File: src/rtl/irq_tgt_pkg.sv
// Shared encodings for the interrupt destination bitmask generator.
// Assumes an 8-bit destination split into two nibbles for cluster matching.
package irq_tgt_pkg;

    typedef enum logic [1:0] {
        SH_DEST   = 2'd0,
        SH_SELF   = 2'd1,
        SH_ALL    = 2'd2,
        SH_OTHERS = 2'd3
    } shorthand_e;

    localparam logic [2:0] DM_LOWEST  = 3'd1;
    localparam logic [2:0] DM_STARTUP = 3'd6;

    localparam logic [3:0] MODEL_FLAT    = 4'hF;
    localparam logic [3:0] MODEL_CLUSTER = 4'h0;

endpackage

File: src/rtl/unit_dest_match.sv
// Matches one unit's configuration against a request destination.
// Physical: all-ones destination or equal identifier.
// Logical: flat model ANDs the full field, cluster model compares the upper
// half and ANDs the lower half. Other model values never match.
// Assumes DEST_W is even; MODEL_W is at least 4.
module unit_dest_match
    import irq_tgt_pkg::*;
#(
    parameter int DEST_W  = 8,
    parameter int MODEL_W = 4
) (
    input  logic [DEST_W-1:0]  dest,
    input  logic               logical_mode,
    input  logic [DEST_W-1:0]  unit_id,
    input  logic [DEST_W-1:0]  unit_ldest,
    input  logic [MODEL_W-1:0] unit_model,
    output logic               hit
);
    localparam int HALF = DEST_W / 2;

    logic phys_hit;
    logic flat_hit;
    logic clus_hit;

    // Physical match: broadcast or exact identifier.
    always_comb begin
        phys_hit = (&dest) || (unit_id == dest);
    end

    // Logical matches for the two supported models.
    always_comb begin
        flat_hit = (unit_model == MODEL_W'(MODEL_FLAT)) && (|(dest & unit_ldest));
        clus_hit = (unit_model == MODEL_W'(MODEL_CLUSTER))
                && (dest[DEST_W-1:HALF] == unit_ldest[DEST_W-1:HALF])
                && (|(dest[HALF-1:0] & unit_ldest[HALF-1:0]));
    end

    // Select the result for the addressing mode.
    always_comb begin
        hit = logical_mode ? (flat_hit || clus_hit) : phys_hit;
    end

endmodule

File: src/rtl/lowest_pick.sv
// Keeps only the lowest set bit of a vector; zero stays zero.
// Assumes bit 0 has the highest precedence.
module lowest_pick #(
    parameter int WIDTH = 8
) (
    input  logic [WIDTH-1:0] in_vec,
    output logic [WIDTH-1:0] out_vec
);
    // Two's complement isolates the least significant one.
    always_comb begin
        out_vec = in_vec & (~in_vec + WIDTH'(1));
    end

endmodule

File: src/rtl/shorthand_sel.sv
// Replaces the per-unit match vector according to the shorthand code.
// Assumes self_hot is one-hot or zero.
module shorthand_sel
    import irq_tgt_pkg::*;
#(
    parameter int N_UNITS = 8
) (
    input  logic [1:0]         shorthand,
    input  logic [N_UNITS-1:0] match_vec,
    input  logic [N_UNITS-1:0] self_hot,
    output logic [N_UNITS-1:0] sel_vec
);
    shorthand_e sh;

    // Decode the shorthand and choose the candidate set.
    always_comb begin
        sh = shorthand_e'(shorthand);
        unique case (sh)
            SH_DEST:   sel_vec = match_vec;
            SH_SELF:   sel_vec = self_hot;
            SH_ALL:    sel_vec = '1;
            SH_OTHERS: sel_vec = ~self_hot;
            default:   sel_vec = '0;
        endcase
    end

endmodule

File: src/rtl/irq_target_mask.sv
// Interrupt destination bitmask generator, top level.
// Matches all units in parallel, applies the shorthand, reduces
// lowest-priority requests to one target and registers the result with a
// one-cycle valid strobe. Assumes N_UNITS >= 2 and a synchronous reset.
module irq_target_mask
    import irq_tgt_pkg::*;
#(
    parameter  int N_UNITS = 8,
    parameter  int DEST_W  = 8,
    parameter  int MODEL_W = 4,
    parameter  int VEC_W   = 8,
    localparam int IDX_W   = $clog2(N_UNITS)
) (
    input  logic                         clk,
    input  logic                         rst_n,
    input  logic                         req_valid,
    input  logic [DEST_W-1:0]            dest,
    input  logic                         logical_mode,
    input  logic [1:0]                   shorthand,
    input  logic [2:0]                   dlv_mode,
    input  logic [VEC_W-1:0]             vector,
    input  logic [IDX_W-1:0]             self_idx,
    input  logic [N_UNITS*DEST_W-1:0]    unit_id,
    input  logic [N_UNITS*DEST_W-1:0]    unit_ldest,
    input  logic [N_UNITS*MODEL_W-1:0]   unit_model,
    output logic                         mask_valid,
    output logic [N_UNITS-1:0]           target_mask,
    output logic [VEC_W-1:0]             out_vector,
    output logic [2:0]                   out_mode
);
    logic [N_UNITS-1:0] match_vec;
    logic [N_UNITS-1:0] self_hot;
    logic [N_UNITS-1:0] sel_vec;
    logic [N_UNITS-1:0] first_vec;
    logic [N_UNITS-1:0] next_mask;

    // One comparator and one sender decode per unit.
    for (genvar gi = 0; gi < N_UNITS; gi++) begin : g_unit
        unit_dest_match #(
            .DEST_W (DEST_W),
            .MODEL_W(MODEL_W)
        ) match_i (
            .dest        (dest),
            .logical_mode(logical_mode),
            .unit_id     (unit_id[gi*DEST_W +: DEST_W]),
            .unit_ldest  (unit_ldest[gi*DEST_W +: DEST_W]),
            .unit_model  (unit_model[gi*MODEL_W +: MODEL_W]),
            .hit         (match_vec[gi])
        );
        assign self_hot[gi] = (self_idx == IDX_W'(gi));
    end

    shorthand_sel #(
        .N_UNITS(N_UNITS)
    ) sh_i (
        .shorthand(shorthand),
        .match_vec(match_vec),
        .self_hot (self_hot),
        .sel_vec  (sel_vec)
    );

    lowest_pick #(
        .WIDTH(N_UNITS)
    ) pick_i (
        .in_vec (sel_vec),
        .out_vec(first_vec)
    );

    // Lowest-priority delivery keeps only the first target.
    always_comb begin
        next_mask = (dlv_mode == DM_LOWEST) ? first_vec : sel_vec;
    end

    // Register the result and raise valid for one cycle per request.
    always_ff @(posedge clk) begin
        if (!rst_n) begin
            mask_valid  <= 1'b0;
            target_mask <= '0;
            out_vector  <= '0;
            out_mode    <= '0;
        end else begin
            mask_valid <= req_valid;
            if (req_valid) begin
                target_mask <= next_mask;
                out_vector  <= vector;
                out_mode    <= dlv_mode;
            end
        end
    end

    // reset leaves no strobe behind.
    a_r1_reset_clears: assert property (@(posedge clk)
        !rst_n |=> !mask_valid && (target_mask == '0));

    // valid is the request delayed by one cycle.
    a_r2_valid_follows_req: assert property (@(posedge clk) disable iff (!rst_n)
        req_valid |=> mask_valid);
    a_r2_no_spurious_valid: assert property (@(posedge clk) disable iff (!rst_n)
        !req_valid |=> !mask_valid);

    // sender-only shorthand gives at most one target.
    a_r3_self_only: assert property (@(posedge clk) disable iff (!rst_n)
        req_valid && (shorthand == 2'd1) |=> $onehot0(target_mask));

    // all-but-sender never includes the sender.
    a_r5_skip_sender: assert property (@(posedge clk) disable iff (!rst_n)
        req_valid && (shorthand == 2'd3) |=> !target_mask[$past(self_idx)]);

    // physical broadcast reaches every unit (unless reduced).
    a_r6_broadcast_all: assert property (@(posedge clk) disable iff (!rst_n)
        req_valid && (shorthand == 2'd0) && !logical_mode && (&dest)
        && (dlv_mode != DM_LOWEST) |=> (&target_mask));

    // lowest-priority output never names two units.
    a_r10_single_target: assert property (@(posedge clk) disable iff (!rst_n)
        mask_valid && (out_mode == DM_LOWEST) |-> $onehot0(target_mask));

endmodule

File: config.mk
export PLATFORM = sky130hd
export DESIGN_NAME = irq_target_mask
export DESIGN_NICKNAME = d
export VERILOG_FILES = /design/src/rtl/irq_tgt_pkg.sv /design/src/rtl/unit_dest_match.sv /design/src/rtl/lowest_pick.sv /design/src/rtl/shorthand_sel.sv /design/src/rtl/irq_target_mask.sv
export SDC_FILE = /design/constraint.sdc
export NUM_CORES = 1
export LEC_CHECK = 0
export CAP_MARGIN = 10
export CORE_AREA = 5 5 78 80
export CTS_CLUSTER_DIAMETER = 40
export DETAILED_ROUTE_END_ITERATION = 6
export DIE_AREA = 0 0 83 85
export DONT_BUFFER_PORTS = 1
export GPL_TIMING_DRIVEN = 0
export PLACE_DENSITY = 0.71
export SETUP_SLACK_MARGIN = 0.5
export SYNTH_ARGS = -nofsm -noshare
export SYNTH_HDL_FRONTEND = slang
export SYNTH_HIERARCHICAL = 1
export SYNTH_SLANG_ARGS = --single-unit
File: constraint.sdc
create_clock -name clk -period 2.5 [get_ports clk]
set_input_delay 0.125 -clock clk [delete_from_list [all_inputs] [get_ports clk]]
set_output_delay 0.125 -clock clk [all_outputs]
set_load 0.005 [all_outputs]
==> metrics.yaml <==
vias_per_cell: 6.768
syn_inst: 346
clk_latency_ps: 250
gr-total-overflow: 0
post-route-min-period_ps: 1804
synthFlopType: "dfxtp_1"
die_w_um: 83
vdd_drop_max_mv: 0.3119
yosys.area.top_type: "xnor2_1"
grt_pass1_wl_um: 14940
port_buffers: 0
setup_viol: 0
syn_area_per_cell_um2: 8.440
diodes: 0
antenna_found_initial: 0
numCtsBuffers: 3
grt_use_met2: 0.4854
path_clk_slew_ps: 70
synth_edf_count: 0
grt_use_met1: 0.2757
clk_path_buf_depth: 2
use_met3: 0.07573
crit_path_max_fanout: 24
slew_headroom: 0.6771
cts-htree-levels: 1
cap_violations: 0
drc: 0
initial_core_util: 0.5471
max_freq_mhz: 554.3
worst_slew_pin_slew_ps: 482.2
fin_crit_sh: 0.7217
status: "complete, no violations"
synth_top_cell_area_share: 0.2159
synth.most_common_cell: "xnor2_1"
synth_seq_cells: 20
syn2layout_area_growth_pct: 5.741
synth_area_um2: 2920
crit_arrival_ps: 1940
yosys-top-cells-area: "xnor2_1 (22%), dfxtp_1 (14%), ha_1 (14%)"
wirelength_um: 9559
grt_busiest_layer: "met2"
cp-start-kind: "input port"
ios: 208
worstSetupEndpointType: "flop"
clockRootBuffer: "clkbuf_8"
grt_pass1_vias: 3046
nets: 571
dieArea_um2: 7055
drv_slew: 0
tritoncts: "yes"
cts.sink_count: 20
grt_util_all_layers: 0.2546
dr.pass1.iters: 6
gp_congestion: 0.8354
num_vias: 2856
p_per_area_nw_per_um2: 329.5
rsz0062_at_grt: "false"
drt_iter0_markers: 66
syn-num-nets: 566
core_area_um2: 5338
holdWs_ps: 40.84
ys_async_sr_fraction: 0
tns_ps: 0
post_drt_wl_per_cell_um: 22.65
cp_data_required_time_ps: 2640
ys_warn_count: 6
ant_nets: 0
ys_seq_area_frac: 0.1371
synth_common_cells: "xnor2_1 (72), nand4_1 (40), ha_1 (32)"
die_height_um: 85
drive_above_1_share: 0.07714
grt_max_degree: 25
synth_cell_type_count: 36
worstSetupPathType: "in -> reg"
power_leakage_nw: 1.043
hold_path_class: "in -> reg"
num_rows: 27
hold_viol: 0
place_hpwl_um: 7620
skew_ps: 0
==> cells in the final DEF (no fill, tap or decap), types with 11 or more instances in the layout <==
master / Yosys / layout
xnor2_1: 72 / 72
nand4_1: 40 / 40
ha_1: 32 / 32
nand2_1: 25 / 25
nor4_1: 24 / 24
dfxtp_1: 20 / 20
nor2_1: 18 / 18
mux2i_1: 11 / 11
nor2b_1: 11 / 11
==> path summary, 6_finish.rpt <==
| path | from | endpoint | slack (ps) | cells past startpoint |
|---|---|---|---|---|
| worst max-delay path | dest[4] | target_mask[5] | 700 | 10 |
| worst min register to register | out_vector[3] | out_vector[3] | 540 | 2 |
| worst min-delay path | dlv_mode[2] | out_mode[2] | 40 | 2 |
| worst max register to register | target_mask[1] | target_mask[1] | 1830 | 2 |
==> critical path, cell delays in order <==
cell and delay, ps:
ha_1 270, nor4_1 270, nand2_1 90, o21ai_1 140, o32a_1 170, a2bb2oi_1 380
nor4_2 130, and3b_2 230, nand2_1 60, a31oi_1 80
==> flip-flops by register name (all words and copies together) (netlist names) <==
register	flops
target_mask	8
out_mode	3
mask_valid	1
out_vector	8
==> per-layer routing <==
metal  vias up  wire length, µm
met5         -                0
met4         0              143
met3        16              791
met2       163             4856
met1      1325             3767
li1       1352                -
==> power by group <==
group / total (mW) / internal, mW / switching [mW]
clock network: 0.318 / 0.214 / 0.105
logic: 0.343 / 0.199 / 0.144
registers: 0.357 / 0.341 / 0.0161
total: 1.02 / 0.753 / 0.265
==> stage by stage <==
step	setup WS, ps	power (mW)	instance area [µm²]	std cells	utilization
floorplan	641.1	0.6489	2920	346	-
global placement	454.1	0.6890	3010	418	0.5640
detailed placement	351.3	0.7037	3010	418	0.5640
CTS	611.0	1.021	3082	422	0.5774
global route	554.5	1.082	3088	422	0.5785
finish	695.8	1.018	3088	422	0.5785
==> layout make-up <==
class,instances,area [µm²]
multi-input cells,316,2446
fillers,482,2250
plain buffers,10,80.08
clock buffers,3,41.29
well taps,72,90.09
clock inverters,1,30.03
flip-flops and latches,20,400.4
==> cell families after synthesis <==
| group | after synthesis | synth area share |
|---|---|---|
| AOI/OAI and AO/OA | 64 | 0.1748 |
| and+or+nand+nor | 137 | 0.2699 |
| DFF | 20 | 0.1371 |
| muxes | 11 | 0.03771 |
| xor gates and xnor gates | 72 | 0.2159 |
| adders and majority gates | 32 | 0.1371 |
| buffers and inverters | 10 | 0.02742 |
==> timing repair <==
action,CTS,global route
gates resized for setup,0,1
hold buffers,0,0
setup buffers,0,0
setup endpoints to repair,0,5
Note: power is estimated with default switching activity, not from simulation.
